File: config.mk
export PLATFORM = sky130hd
export DESIGN_NAME = spi_fifo_pair
export DESIGN_NICKNAME = d
export VERILOG_FILES = /design/src/rtl/spi_fifo_pkg.sv /design/src/rtl/spi_fifo_ctrl.sv /design/src/rtl/spi_fifo_chan.sv /design/src/rtl/spi_fifo_pair.sv
export SDC_FILE = /design/constraint.sdc
export NUM_CORES = 1
export LEC_CHECK = 0
export ABC_CLOCK_PERIOD_IN_PS = 5600
export BUFFER_PORTS_ARGS = -buffer_cell sky130_fd_sc_hd__buf_2
export CAP_MARGIN = 5
export CORE_MARGIN = 4
export CORE_UTILIZATION = 53
export CTS_BUF_LIST = sky130_fd_sc_hd__clkbuf_8 sky130_fd_sc_hd__clkbuf_16
export CTS_CLUSTER_DIAMETER = 100
export DETAILED_ROUTE_END_ITERATION = 6
export PLACE_DENSITY = 0.8
export RECOVER_POWER = 100
export SYNTH_ARGS = -nofsm -noshare
export SYNTH_HDL_FRONTEND = slang
export SYNTH_SLANG_ARGS = --single-unit
File: constraint.sdc
create_clock -name clk -period 5.6 [get_ports clk]
set_input_delay 1.12 -clock clk [delete_from_list [all_inputs] [get_ports clk]]
set_output_delay 1.12 -clock clk [all_outputs]
set_load 0.01 [all_outputs]
File: src/rtl/spi_fifo_pkg.sv
package spi_fifo_pkg;

    localparam int          CTRL_W     = 32;
    localparam int          THR_W      = 3;
    localparam logic [31:0] CTRL_RST   = 32'h2200_0000;
    localparam logic [31:0] CTRL_WMASK = 32'h7700_03BF;
    localparam logic [31:0] CTRL_PULSE = 32'h0000_0303;
    localparam int          LONG_WORD  = 16;

    // Control field positions (decoded by the queue and interrupt logic)
    localparam int TXTH_LSB  = 28;
    localparam int RXTH_LSB  = 24;
    localparam int B_TXCLR   = 9;
    localparam int B_RXCLR   = 8;
    localparam int B_TXUFIE  = 7;
    localparam int B_RXOVIE  = 5;
    localparam int B_RXTOIE  = 4;
    localparam int B_TXTHIE  = 3;
    localparam int B_RXTHIE  = 2;
    localparam int B_TXRST   = 1;
    localparam int B_RXRST   = 0;

    typedef enum logic {DIR_TX, DIR_RX} dir_e;

    typedef struct packed {
        logic [THR_W-1:0] tx_thr;
        logic [THR_W-1:0] rx_thr;
        logic             tx_uf_ie;
        logic             rx_ov_ie;
        logic             rx_to_ie;
        logic             tx_th_ie;
        logic             rx_th_ie;
    } ctrl_t;

    typedef struct packed {
        logic clr;      // empty the queue this edge
        logic flag_clr; // also clear the sticky error flag
    } clr_t;

    function automatic ctrl_t unpack_ctrl(logic [CTRL_W-1:0] w);
        ctrl_t c;
        c.tx_thr   = w[TXTH_LSB +: THR_W];
        c.rx_thr   = w[RXTH_LSB +: THR_W];
        c.tx_uf_ie = w[B_TXUFIE];
        c.rx_ov_ie = w[B_RXOVIE];
        c.rx_to_ie = w[B_RXTOIE];
        c.tx_th_ie = w[B_TXTHIE];
        c.rx_th_ie = w[B_RXTHIE];
        return c;
    endfunction

    function automatic logic [THR_W-1:0] eff_thr(logic [THR_W-1:0] thr, logic wide);
        return wide ? {1'b0, thr[THR_W-2:0]} : thr;
    endfunction

endpackage

File: src/rtl/spi_fifo_ctrl.sv
module spi_fifo_ctrl
    import spi_fifo_pkg::*;
(
    input  logic              clk,
    input  logic              rst,
    input  logic              wr_en,
    input  logic [CTRL_W-1:0] wr_data,
    output logic [CTRL_W-1:0] reg_q,
    output ctrl_t             cfg,
    output clr_t              tx_clr,
    output clr_t              rx_clr
);

    always_ff @(posedge clk) begin
        if (rst)        reg_q <= CTRL_RST;
        else if (wr_en) reg_q <= wr_data & CTRL_WMASK;
        else            reg_q <= reg_q & ~CTRL_PULSE;
    end

    assign cfg = unpack_ctrl(reg_q);

    // Clear actions take effect at the edge of the write itself
    always_comb begin
        tx_clr.flag_clr = wr_en & wr_data[B_TXRST];
        rx_clr.flag_clr = wr_en & wr_data[B_RXRST];
        tx_clr.clr      = wr_en & (wr_data[B_TXCLR] | wr_data[B_TXRST]);
        rx_clr.clr      = wr_en & (wr_data[B_RXCLR] | wr_data[B_RXRST]);
    end

    a_r7_pulse_self_clear: assert property (@(posedge clk) disable iff (rst)
        !wr_en |=> ((reg_q & CTRL_PULSE) == '0));

    a_r13_reserved_zero: assert property (@(posedge clk) disable iff (rst)
        wr_en |=> ((reg_q & ~CTRL_WMASK) == '0));

endmodule

File: src/rtl/spi_fifo_chan.sv
module spi_fifo_chan
    import spi_fifo_pkg::*;
#(
    parameter int   DATA_W = 32,
    parameter int   DEPTH  = 8,
    parameter dir_e DIR    = DIR_TX
) (
    input  logic                       clk,
    input  logic                       rst,
    input  clr_t                       clr_in,
    input  logic                       wide,
    input  logic [THR_W-1:0]           thr,
    input  logic                       push,
    input  logic [DATA_W-1:0]          push_data,
    input  logic                       pop,
    output logic [DATA_W-1:0]          pop_data,
    output logic [$clog2(DEPTH+1)-1:0] count,
    output logic                       full,
    output logic                       empty,
    output logic                       thresh,
    output logic                       sticky
);

    localparam int PTR_W = $clog2(DEPTH);
    localparam int CNT_W = $clog2(DEPTH + 1);
    localparam int HALF  = DEPTH / 2;

    logic [DATA_W-1:0] mem [DEPTH];
    logic [PTR_W-1:0]  wr_ptr, rd_ptr;
    logic [CNT_W-1:0]  limit, eff;
    logic              do_push, do_pop, err_ev;

    function automatic logic [PTR_W-1:0] nxt(logic [PTR_W-1:0] p);
        return (p == PTR_W'(DEPTH - 1)) ? '0 : p + 1'b1;
    endfunction

    assign limit   = wide ? CNT_W'(HALF) : CNT_W'(DEPTH);
    assign full    = count >= limit;
    assign empty   = count == '0;
    assign do_push = push & ~full  & ~clr_in.clr;
    assign do_pop  = pop  & ~empty & ~clr_in.clr;
    assign eff     = CNT_W'(eff_thr(thr, wide));

    always_ff @(posedge clk) begin
        if (do_push) mem[wr_ptr] <= push_data;
    end

    always_ff @(posedge clk) begin
        if (rst || clr_in.clr) begin
            wr_ptr <= '0;
            rd_ptr <= '0;
            count  <= '0;
        end else begin
            if (do_push) wr_ptr <= nxt(wr_ptr);
            if (do_pop)  rd_ptr <= nxt(rd_ptr);
            count <= count + CNT_W'(do_push) - CNT_W'(do_pop);
        end
    end

    // Holding register: untouched by clears
    always_ff @(posedge clk) begin
        if (rst)         pop_data <= '0;
        else if (do_pop) pop_data <= mem[rd_ptr];
    end

    generate
        if (DIR == DIR_TX) begin : g_tx
            assign thresh = count <= eff;
            assign err_ev = pop & empty & ~clr_in.clr;
            a_r4_empty_below_mark: assert property (@(posedge clk) disable iff (rst)
                empty |-> thresh);
        end else begin : g_rx
            assign thresh = count > eff;
            assign err_ev = push & full & ~clr_in.clr;
            a_r5_empty_not_above: assert property (@(posedge clk) disable iff (rst)
                empty |-> !thresh);
        end
    endgenerate

    always_ff @(posedge clk) begin
        if (rst || clr_in.flag_clr) sticky <= 1'b0;
        else if (err_ev)            sticky <= 1'b1;
    end

    a_r3_count_bound: assert property (@(posedge clk) disable iff (rst)
        count <= CNT_W'(DEPTH));

    a_r3_full_drops: assert property (@(posedge clk) disable iff (rst)
        (push && full && !pop && !clr_in.clr) |=> $stable(count));

    a_r7_clear_empties: assert property (@(posedge clk) disable iff (rst)
        clr_in.clr |=> (empty && !full));

    a_r8_clear_keeps_data: assert property (@(posedge clk) disable iff (rst)
        clr_in.clr |=> $stable(pop_data));

    a_r9_r10_error_sticks: assert property (@(posedge clk) disable iff (rst)
        (err_ev && !clr_in.flag_clr) |=> sticky);

    a_r11_flag_clears: assert property (@(posedge clk) disable iff (rst)
        clr_in.flag_clr |=> !sticky);

endmodule

File: src/rtl/spi_fifo_pair.sv
module spi_fifo_pair
    import spi_fifo_pkg::*;
#(
    parameter int DATA_W = 32,
    parameter int DEPTH  = 8
) (
    input  logic                       clk,
    input  logic                       rst,
    input  logic                       cfg_wr_en,
    input  logic [31:0]                cfg_wr_data,
    output logic [31:0]                cfg_rd_data,
    input  logic [5:0]                 data_len,
    input  logic                       rx_timeout,
    input  logic                       tx_push,
    input  logic [DATA_W-1:0]          tx_push_data,
    input  logic                       tx_pop,
    output logic [DATA_W-1:0]          tx_pop_data,
    output logic [$clog2(DEPTH+1)-1:0] tx_count,
    output logic                       tx_full,
    output logic                       tx_empty,
    output logic                       tx_thresh,
    output logic                       tx_underflow,
    input  logic                       rx_push,
    input  logic [DATA_W-1:0]          rx_push_data,
    input  logic                       rx_pop,
    output logic [DATA_W-1:0]          rx_pop_data,
    output logic [$clog2(DEPTH+1)-1:0] rx_count,
    output logic                       rx_full,
    output logic                       rx_empty,
    output logic                       rx_thresh,
    output logic                       rx_overflow,
    output logic                       irq_tx_underflow,
    output logic                       irq_rx_overflow,
    output logic                       irq_rx_timeout,
    output logic                       irq_tx_thresh,
    output logic                       irq_rx_thresh
);

    ctrl_t cfg;
    clr_t  tx_clr, rx_clr;
    logic  wide;

    assign wide = data_len > 6'(LONG_WORD);

    spi_fifo_ctrl i_ctrl (
        .clk     (clk),
        .rst     (rst),
        .wr_en   (cfg_wr_en),
        .wr_data (cfg_wr_data),
        .reg_q   (cfg_rd_data),
        .cfg     (cfg),
        .tx_clr  (tx_clr),
        .rx_clr  (rx_clr)
    );

    spi_fifo_chan #(.DATA_W(DATA_W), .DEPTH(DEPTH), .DIR(DIR_TX)) i_tx (
        .clk       (clk),
        .rst       (rst),
        .clr_in    (tx_clr),
        .wide      (wide),
        .thr       (cfg.tx_thr),
        .push      (tx_push),
        .push_data (tx_push_data),
        .pop       (tx_pop),
        .pop_data  (tx_pop_data),
        .count     (tx_count),
        .full      (tx_full),
        .empty     (tx_empty),
        .thresh    (tx_thresh),
        .sticky    (tx_underflow)
    );

    spi_fifo_chan #(.DATA_W(DATA_W), .DEPTH(DEPTH), .DIR(DIR_RX)) i_rx (
        .clk       (clk),
        .rst       (rst),
        .clr_in    (rx_clr),
        .wide      (wide),
        .thr       (cfg.rx_thr),
        .push      (rx_push),
        .push_data (rx_push_data),
        .pop       (rx_pop),
        .pop_data  (rx_pop_data),
        .count     (rx_count),
        .full      (rx_full),
        .empty     (rx_empty),
        .thresh    (rx_thresh),
        .sticky    (rx_overflow)
    );

    assign irq_tx_underflow = cfg.tx_uf_ie & tx_underflow;
    assign irq_rx_overflow  = cfg.rx_ov_ie & rx_overflow;
    assign irq_rx_timeout   = cfg.rx_to_ie & rx_timeout;
    assign irq_tx_thresh    = cfg.tx_th_ie & tx_thresh;
    assign irq_rx_thresh    = cfg.rx_th_ie & rx_thresh;

    a_r12_irq_needs_flag: assert property (@(posedge clk) disable iff (rst)
        (irq_tx_underflow |-> tx_underflow) and (irq_rx_overflow |-> rx_overflow));

endmodule

* Yosys cells after proc, flatten, opt, wreduce, memory -nomap -nowiden *
Memories as Yosys holds them, arrays and structs flattened. A register that Yosys moved wholly into a read port is not among the register bits.
Index checks and enable logic that the tools add are counted.

storage, ports and cells
  memories = 2
  bits in writable memories = 512
  register bits after elaboration = 37
  input port bits = 110
  output and inout port bits = 117

operators by class
  add/subtract/negate cells = 8
  reduce and logical (&&, ||, !) cells = 7
  magnitude comparators = 5
  muxes and demuxes = 11
  bitwise operators = 30
  equal/unequal tests = 4

memories
  memory    depth  width  read ports  clocked after Yosys merged registers in  write ports  line                 text
  i_rx.mem  8      32     1           1                                        1            spi_fifo_chan.sv:28  logic [DATA_W-1:0] mem [DEPTH];
  i_tx.mem  8      32     1           1                                        1            spi_fifo_chan.sv:28

operator list
  kind                   count
  $and A1 B1 Y1          21
  $mux W3                6
  $add A3 B1 Y3 const B  4
  $eq A3 B3 Y1 const B   4
  $add A4 B1 Y4          2
  $ge A4 B4 Y1           2
  $logic_not A4 Y1       2
  $sub A4 B1 Y4          2
  $not A1 Y1             7
  $gt A6 B5 Y1 const B   1
  $gt A4 B3 Y1           1
  $le A4 B3 Y1           1
  $logic_or A1 B1 Y1     4
  $mux W1                4
  $mux W4                1
  $or A1 B1 Y1           2
  $reduce_or A2 Y1       1

* Depth between registers and ports, before layout *
Gate-level depths: netlist (run 1).

  depth after elaboration = 8
  gate-level depth with buffers = 14
  depth with buffers taken out = 12

* By module *
Synthesis (run 1) repeated with hierarchy kept, for this count alone.

second synthesis, totals
  cells, all modules = 1298
  area, all modules = 23774.1 sq um

by module, submodules not included
  module                 cells an instance  times used  seq. area each (sq um)  area an instance (sq um)
  spi_fifo_chan at i_tx  642                1           8548.2                  11489.8
  spi_fifo_chan at i_rx  571                1           8548.2                  11478.5
  spi_fifo_ctrl          78                 1           300.3                   759.5
  spi_fifo_pair          7                  1           0.0                     46.3

* Worst setup path before layout (run 1) *
No wires, ideal clock.

  kind = in2reg
  start = input data_len[1]
  end = memory i_tx.mem[2][0], enable pin
  setup slack = -0.045 ns
  cell stages on the path = 4
  data required time = 5.087 ns
  data arrival time = 5.133 ns
  path through = nor4_4 o21a_2 nand2_1 nor4b_1

on the way
  cells in the longest elaborated chain, start to end = 8

ends and longest elaborated chain
  item                           line                 text
  from (decl)                    spi_fifo_pair.sv:12  input logic [5:0] data_len,
  $gt A6 B5 Y1                   spi_fifo_pair.sv:43  assign wide = data_len > 6'(LONG_WORD);
  $mux W4                        spi_fifo_chan.sv:37  assign limit = wide ? CNT_W'(HALF) : CNT_W'(DEPTH);
  $ge A4 B4 Y1                   spi_fifo_chan.sv:38  assign full = count >= limit;
  $not A1 Y1                     spi_fifo_chan.sv:40  assign do_push = push & ~full & ~clr_in.clr;
  $and A1 B1 Y1 (2 in series)    spi_fifo_chan.sv:40
  $mux W1                        spi_fifo_chan.sv:45  if (do_push) mem[wr_ptr] <= push_data;
  $mux W1 (implied by the code)  spi_fifo_chan.sv:45
  to (decl)                      spi_fifo_chan.sv:28

No other way between the ends.

* Final worst setup path (run 1) *
  start = input cfg_wr_en
  end = register i_rx.pop_data[20] (read register of i_rx.mem)

on the way
  cells in the longest elaborated chain, start to end = 3

ends and longest elaborated chain
  item           line                 text
  from (decl)    spi_fifo_pair.sv:9   input logic cfg_wr_en,
  $and A1 B1 Y1  spi_fifo_ctrl.sv:27  rx_clr.clr = wr_en & (wr_data[B_RXCLR] | wr_data[B_RXRST]);
  $not A1 Y1     spi_fifo_chan.sv:41  assign do_pop = pop & ~empty & ~clr_in.clr;
  $and A1 B1 Y1  spi_fifo_chan.sv:41
  to (decl)      spi_fifo_chan.sv:16  output logic [DATA_W-1:0] pop_data,

No other way between the ends.
A chain may end at the register's enable or synchronous reset.

==> results_dict.tcl, run 1 <==
set metrics [dict create \
    finalCritPeriodShare 0.803 \
    die-area_um2 47600 \
    worstMarginPinSlew_ns 3.19 \
    hold_start "i_tx.pop_data[5]" \
    track_usage 0.204 \
    worstSetupPathType "input port to register" \
    cts.sinks 613 \
    core_area_um2 43400 \
    max_freq_mhz 222 \
    clk_latency_ns 0.61 \
    cts_max_path_buffers 3 \
    hold_end "i_tx.pop_data[5]" \
    r2r_start "i_rx.count[2]" \
    hold_viol 0 \
    timing.rr.end "i_rx.pop_data[20]" \
    ir_drop_mv 0.337 \
    min_path_type "register to register" \
    multi_input_area_um2 5530 \
    avgSynthCellArea_um2 19.4 \
    maxSlewHeadroom -1.13 \
    cts_made_buffers 60 \
    ys_seq_elements 613 \
    worstPathArrival_ns 5.00 \
    drive_above_1_share 0.184 \
    gp_congestion 0.761 \
    h-tree-depth 2 \
    grt_pass1_wl_um 73900 \
    drt-initial-drc-count 1164 \
    wl_um 48100 \
    grt_pass1_vias 12400 \
    syn2layout_area_growth_pct 13.8 \
    tritoncts "done" \
    violations "capacitance limit, slew limit" \
    power.static_leakage_nw 8.34 \
    finClkSkew_ns 0.0342 \
    dr.pass1.iters 7 \
    drc 0 \
    crit_required_ns 6.10 \
    grt-ovfl-total 0 \
    stdcell_count 2061 \
    slew_violations 666 \
    p_total_mw 11.0 \
    place_ws_ns 1.65 \
    finalCoreUtilization 0.615 \
    final-seq-area_um2 17400 \
    post_cts.repair.setup_buffers 0 \
    setup_violations 0 \
    whs_path_depth 2 \
    fillCellCount 3090 \
    start_util 0.540 \
    dieWidth_um 218 \
    grt_setup_unrepaired "no" \
    ant_nets 0 \
    crit_path_max_fanout 64 \
    die_y_um 218 \
    antenna_found_initial 3 \
    cts_resized 0 \
    ys.flop_type "edfxtp_1" \
    setup_tns_ns 0 \
    synthArstFlopShare 0 \
    worst-r2r-cell-count 7 \
    syn_inst 1209 \
    synthesis.area_um2 23400 \
    ioPinCount 227 \
    critPathLaunchType "input port" \
    max_cap_viol_count 18 \
    endpoint_kind "register" \
    synth_cell_types 46 \
    wl_per_cell_um 23.4 \
    setup_ws_ns 1.10 \
    vias_per_cell 5.80 \
    cellPowerDensity_nw_per_um2 413 \
    rows 76 \
    path_clk_slew_ns 0.06 \
    status "finished with violations" \
    route.vias.total 12000 \
    grt_max_degree 67 \
    ys_seq_area_frac 0.743 \
    finalCriticalPeriod_ns 4.50 \
    reg2reg_slack_ns 1.52 \
    port_buffers 192 \
    layout.nets 1560 \
    postCtsHoldBufs 0 \
    dp.cells 1947 \
    yosysWarningCount 0 \
    synth-edff-count 512 \
    dpl.hpwl_um 25800 \
    cts-root-buf "clkbuf_16" \
]
==> cells in the final DEF (no fill, tap or decap), drive strengths merged, types with 4 or more instances in the layout <==
| cell type | instances |
|---|---|
| edfxtp | 512 |
| clkbuf | 244 |
| mux4 | 128 |
| dfxtp | 101 |
| nor2 | 84 |
| mux2i | 73 |
| a211oi | 66 |
| inv | 40 |
| buf | 37 |
| ha | 24 |
| nand2 | 23 |
| clkinv | 19 |
| conb | 17 |
| a21oi | 16 |
| o21ai | 10 |
| and2 | 9 |
| bufinv | 8 |
| clkinvlp | 7 |
| nor3b | 6 |
| nand3 | 5 |
| o21a | 4 |
| nor3 | 4 |
| nor4b | 4 |
==> cell usage after synthesis (6+ instances only) <==
master	number	area (um^2)
a211oi_1	66	495
a21oi_1	16	80.1
and2_1	9	56.3
buf_1	6	22.5
buf_2	24	120
buf_4	21	158
buf_6	8	90.1
clkbuf_1	21	78.8
dfxtp_1	101	2020
edfxtp_1	512	15400
ha_1	24	300
inv_1	22	82.6
mux2i_1	73	731
mux4_2	128	2880
nand2_1	23	86.3
nor2_1	84	315
o21ai_1	6	30.0
==> critical path, stage by stage <==
cell      delay (ns)
clkbuf_1        0.42
o21ai_0         0.37
and3_2          0.28
clkbuf_1        2.25
nor2_1          0.21
a211oi_1        0.34
==> per-layer routing <==
layer	part of all wire	global-route usage	vias to the layer above
li1	-	-	5261
met1	0.39	0.271	6096
met2	0.51	0.341	495
met3	0.076	0.0430	102
met4	0.029	0.0659	6
met5	0.00087	0	-
==> through the flow <==
stage,area [um^2],hold WS (ns)
floorplan,23500,0.520
CTS,27000,0.498
finish,26700,0.500
detailed placement,25000,0.488
global placement,25000,0.484
global route,26700,0.530
==> where the power goes <==
group	total, mW	switching, mW	internal [mW]
Clock	4.02	1.65	2.37
Combinational	1.51	0.841	0.668
Sequential	5.49	0.239	5.25
==> layout make-up <==
type / count / area share
Sequential cell: 613 / 0.653
Multi-Input combinational cell: 507 / 0.207
Clock buffer: 64 / 0.0584
Timing Repair Buffer: 217 / 0.0330
Tap cell: 585 / 0.0275
Clock inverter: 49 / 0.0173
Inverter: 25 / 0.00352
Antenna cell: 1 / 0.0000939
==> sequential cells by signal, indices dropped and copies added, names as in the netlist, 4 cells and up <==
name / count
i_rx.mem: 256
i_tx.mem: 256
i_rx.pop_data: 32
i_tx.pop_data: 32
i_ctrl.reg_q: 15
i_rx.count: 4
i_tx.count: 4
==> cell families after synthesis <==
group | Yosys count | synth area share
mux | 201 | 0.154
flops | 613 | 0.743
fa+ha+maj | 26 | 0.0145
compound gates | 104 | 0.0310
simple gates | 155 | 0.0318
buf+inv | 105 | 0.0240
xor+xnor | 4 | 0.00150
other cells | 1 | 0.000160
==> how the worst max path moves through the flow <==
stage,from,to,slack [ns]
after detailed placement,data_len[0],irq_rx_thresh,1.65
after floorplan,data_len[1],i_rx.mem[1][0],-0.02
after CTS,data_len[0],irq_rx_thresh,1.64
final,cfg_wr_en,i_rx.pop_data[20],1.10
after global routing,cfg_wr_en,i_rx.pop_data[20],0.83
after global placement,data_len[0],irq_rx_thresh,1.65
No activity file was read; power rests on OpenSTA's default activity.
==> run 2: changes to the inputs <==
- ABC_CLOCK_PERIOD_IN_PS: 5600 -> 4150
- CORE_UTILIZATION: 53 -> 59
- PLACE_DENSITY: 0.8 -> 0.85
- clock period: 5.6 -> 4.15 ns (I/O delays scaled with it)
==> run 2 against run 1 <==
  * The flow now finishes without violations
  * Flip-flop and latch count did not move
  * Utilization rose by 6.9 points
  * Non-clock buffer count rose by 1
  * Global-route usage rose by 2.2 points
  * Clock power rose by 32%
  * Critical path depth rose by 4
  * Sequential power rose by 34%
  * Combinational power rose by 38%
  * Wire length rose by 1.6%
  * Critical endpoint is now irq_rx_thresh
  * Highest routed layer unchanged
==> results_dict.tcl, run 2 (same netlist as run 1, synthesis figures left out) <==
set metrics [dict create \
    final_cell_mix "512 x edfxtp_1, 159 x clkbuf_1, 128 x mux4_2, 95 x dfxtp_1, 82 x nor2_1" \
    start_util 0.602 \
    grt_pass1_vias 12400 \
    maxSlewHeadroom 0.0244 \
    clk_latency_ns 0.60 \
    hold_end "i_rx.sticky" \
    post_cts.repair.setup_buffers 0 \
    power.static_leakage_nw 8.42 \
    wl_per_cell_um 24.5 \
    worstMarginPinSlew_ns 1.46 \
    max_cap_viol_count 0 \
    rows 72 \
    stdcell_count 1995 \
    h-tree-depth 2 \
    track_usage 0.226 \
    grt_pass1_wl_um 74700 \
    ant_nets 0 \
    crit_path_max_fanout 3 \
    finalCritPeriodShare 0.900 \
    finalCoreUtilization 0.683 \
    grt_max_degree 67 \
    final-seq-area_um2 17400 \
    crit_family "simple AND/OR/NAND/NOR gates" \
    cts_made_buffers 59 \
    p_int_mw 11.1 \
    fillCellCount 2509 \
    dr.pass1.iters 5 \
    antenna_found_initial 6 \
    grt-ovfl-total 0 \
    drive_above_1_share 0.201 \
    ioPinCount 227 \
    tritoncts "done" \
    hold_viol 0 \
    finClkSkew_ns 0.0168 \
    power.switching_mw 3.67 \
    dp.cells 1881 \
    slew_violations 0 \
    critPathLaunchType "input port" \
    critPathBufInv 2 \
    postCtsHoldBufs 0 \
    dieWidth_um 207 \
    clkPwrFrac 0.359 \
    vias_per_cell 6.06 \
    reg2reg_slack_ns 1.36 \
    route.vias.total 12100 \
    multi_input_area_um2 5550 \
    worstSetupPathType "input port to output port" \
    whs_path_depth 2 \
    swShare 0.249 \
    gp_congestion 0.877 \
    status "finished, final reports clean" \
    dpl.hpwl_um 26600 \
    combPwrFrac 0.141 \
    hold_start "cfg_wr_data[0]" \
    min_path_type "input port to register" \
    worstPathArrival_ns 2.90 \
    cts_resized 0 \
    die_y_um 207 \
    setup_ws_ns 0.416 \
    die-area_um2 43000 \
    ir_drop_mv 0.362 \
    place_ws_ns 0.686 \
    grt_setup_unrepaired "no" \
    cts.sinks 613 \
    cellPowerDensity_nw_per_um2 554 \
    setup_violations 0 \
    drt-initial-drc-count 1118 \
    port_buffers 192 \
    worst-r2r-cell-count 7 \
    cts-root-buf "clkbuf_16" \
    path_clk_slew_ns 0.06 \
    layout.nets 1560 \
    crit_slowest_cell "nor4_1" \
    endpoint_kind "output port" \
    crit_required_ns 3.32 \
    syn2layout_area_growth_pct 13.6 \
    max_freq_mhz 268 \
    power_frac_seq 0.500 \
    drc 0 \
    timing.rr.end "i_rx.pop_data[6]" \
    cts_max_path_buffers 3 \
    setup_tns_ns 0 \
    cp_slowest_stage_delay_ns 0.61 \
    final_common_cell "edfxtp_1" \
    wl_um 48900 \
    largestRegisters "i_rx.mem: 256 flops, i_tx.mem: 256 flops" \
    core_area_um2 38900 \
    r2r_start "i_rx.count[2]" \
    path_cells "buf_2 > nor4_1 > and2b_1 > nor2_1 > nand2_1 > ha_1 > o21ai_0 > a32oi_1 > o21a_1 > clkbuf_1" \
    finalCriticalPeriod_ns 3.73 \
]
run 2: cell types whose count changed in the layout (fill, tap and decap cells not counted), moves of 3 or more:
cell,delta
clkinv_2,+10
bufinv_16,-3
clkinv_1,-6
buf_2,+3
clkbuf_2,+15
clkinvlp_4,-3
clkbuf_1,-19
run 2: power groups by stage:
stage	Combinational (mW)	Clock (mW)	Sequential [mW]
global placement	2.08	0	7.46
CTS	2.19	5.37	7.37
finish	2.08	5.29	7.37
global route	2.28	5.65	7.42
floorplan	1.43	0	7.47
detailed placement	2.15	0	7.49
run 2: worst reg2reg max path, delay by kind of cell (launching register included):
family,cells,cell delay (ns)
adders and majority gates,1,0.20
AOI/OAI and AO/OA,1,0.28
and+or+nand+nor,3,0.66
buffers and inverters,2,1.14
DFF,1,0.41
run 2: how the worst max path moves through the flow:
stage               cells after the start  slack (ns)   startpoint              to
detailed placement                     10        0.69  data_len[1]       rx_thresh
floorplan                               4       -1.18  data_len[1]  i_rx.mem[1][0]
finish                                 10        0.42  data_len[1]   irq_rx_thresh
global route                           10        0.31  data_len[1]   irq_rx_thresh
CTS                                    10        0.67  data_len[1]       rx_thresh
global placement                       10        0.68  data_len[1]       rx_thresh
run 2: cell type report:
cell class,instances,area share
timing repair buffer,218,0.0353
tap,518,0.0244
inverter,25,0.00353
antenna,3,0.000282
multi-input combinational,507,0.209
clock inverter,44,0.0128
clock buffer,67,0.0605
sequential,613,0.654
run 2: metrics by stage:
step                      hold WS [ns]  total power, mW  instance area [um^2]
after CTS                        0.426             14.9                 27000
after detailed placement         0.488             9.64                 25000
final                            0.449             14.7                 26600
after floorplan                  0.520             8.90                 23500
after global placement           0.483             9.54                 25000
after global routing             0.450             15.4                 26600
run 2: per-layer routing:
layer,track usage,vias to the layer above,part of all wire
met4,0.0823,6,0.031
met5,0,-,0.00084
met1,0.307,6171,0.39
li1,-,5252,-
met3,0.0399,103,0.071
met2,0.373,552,0.51
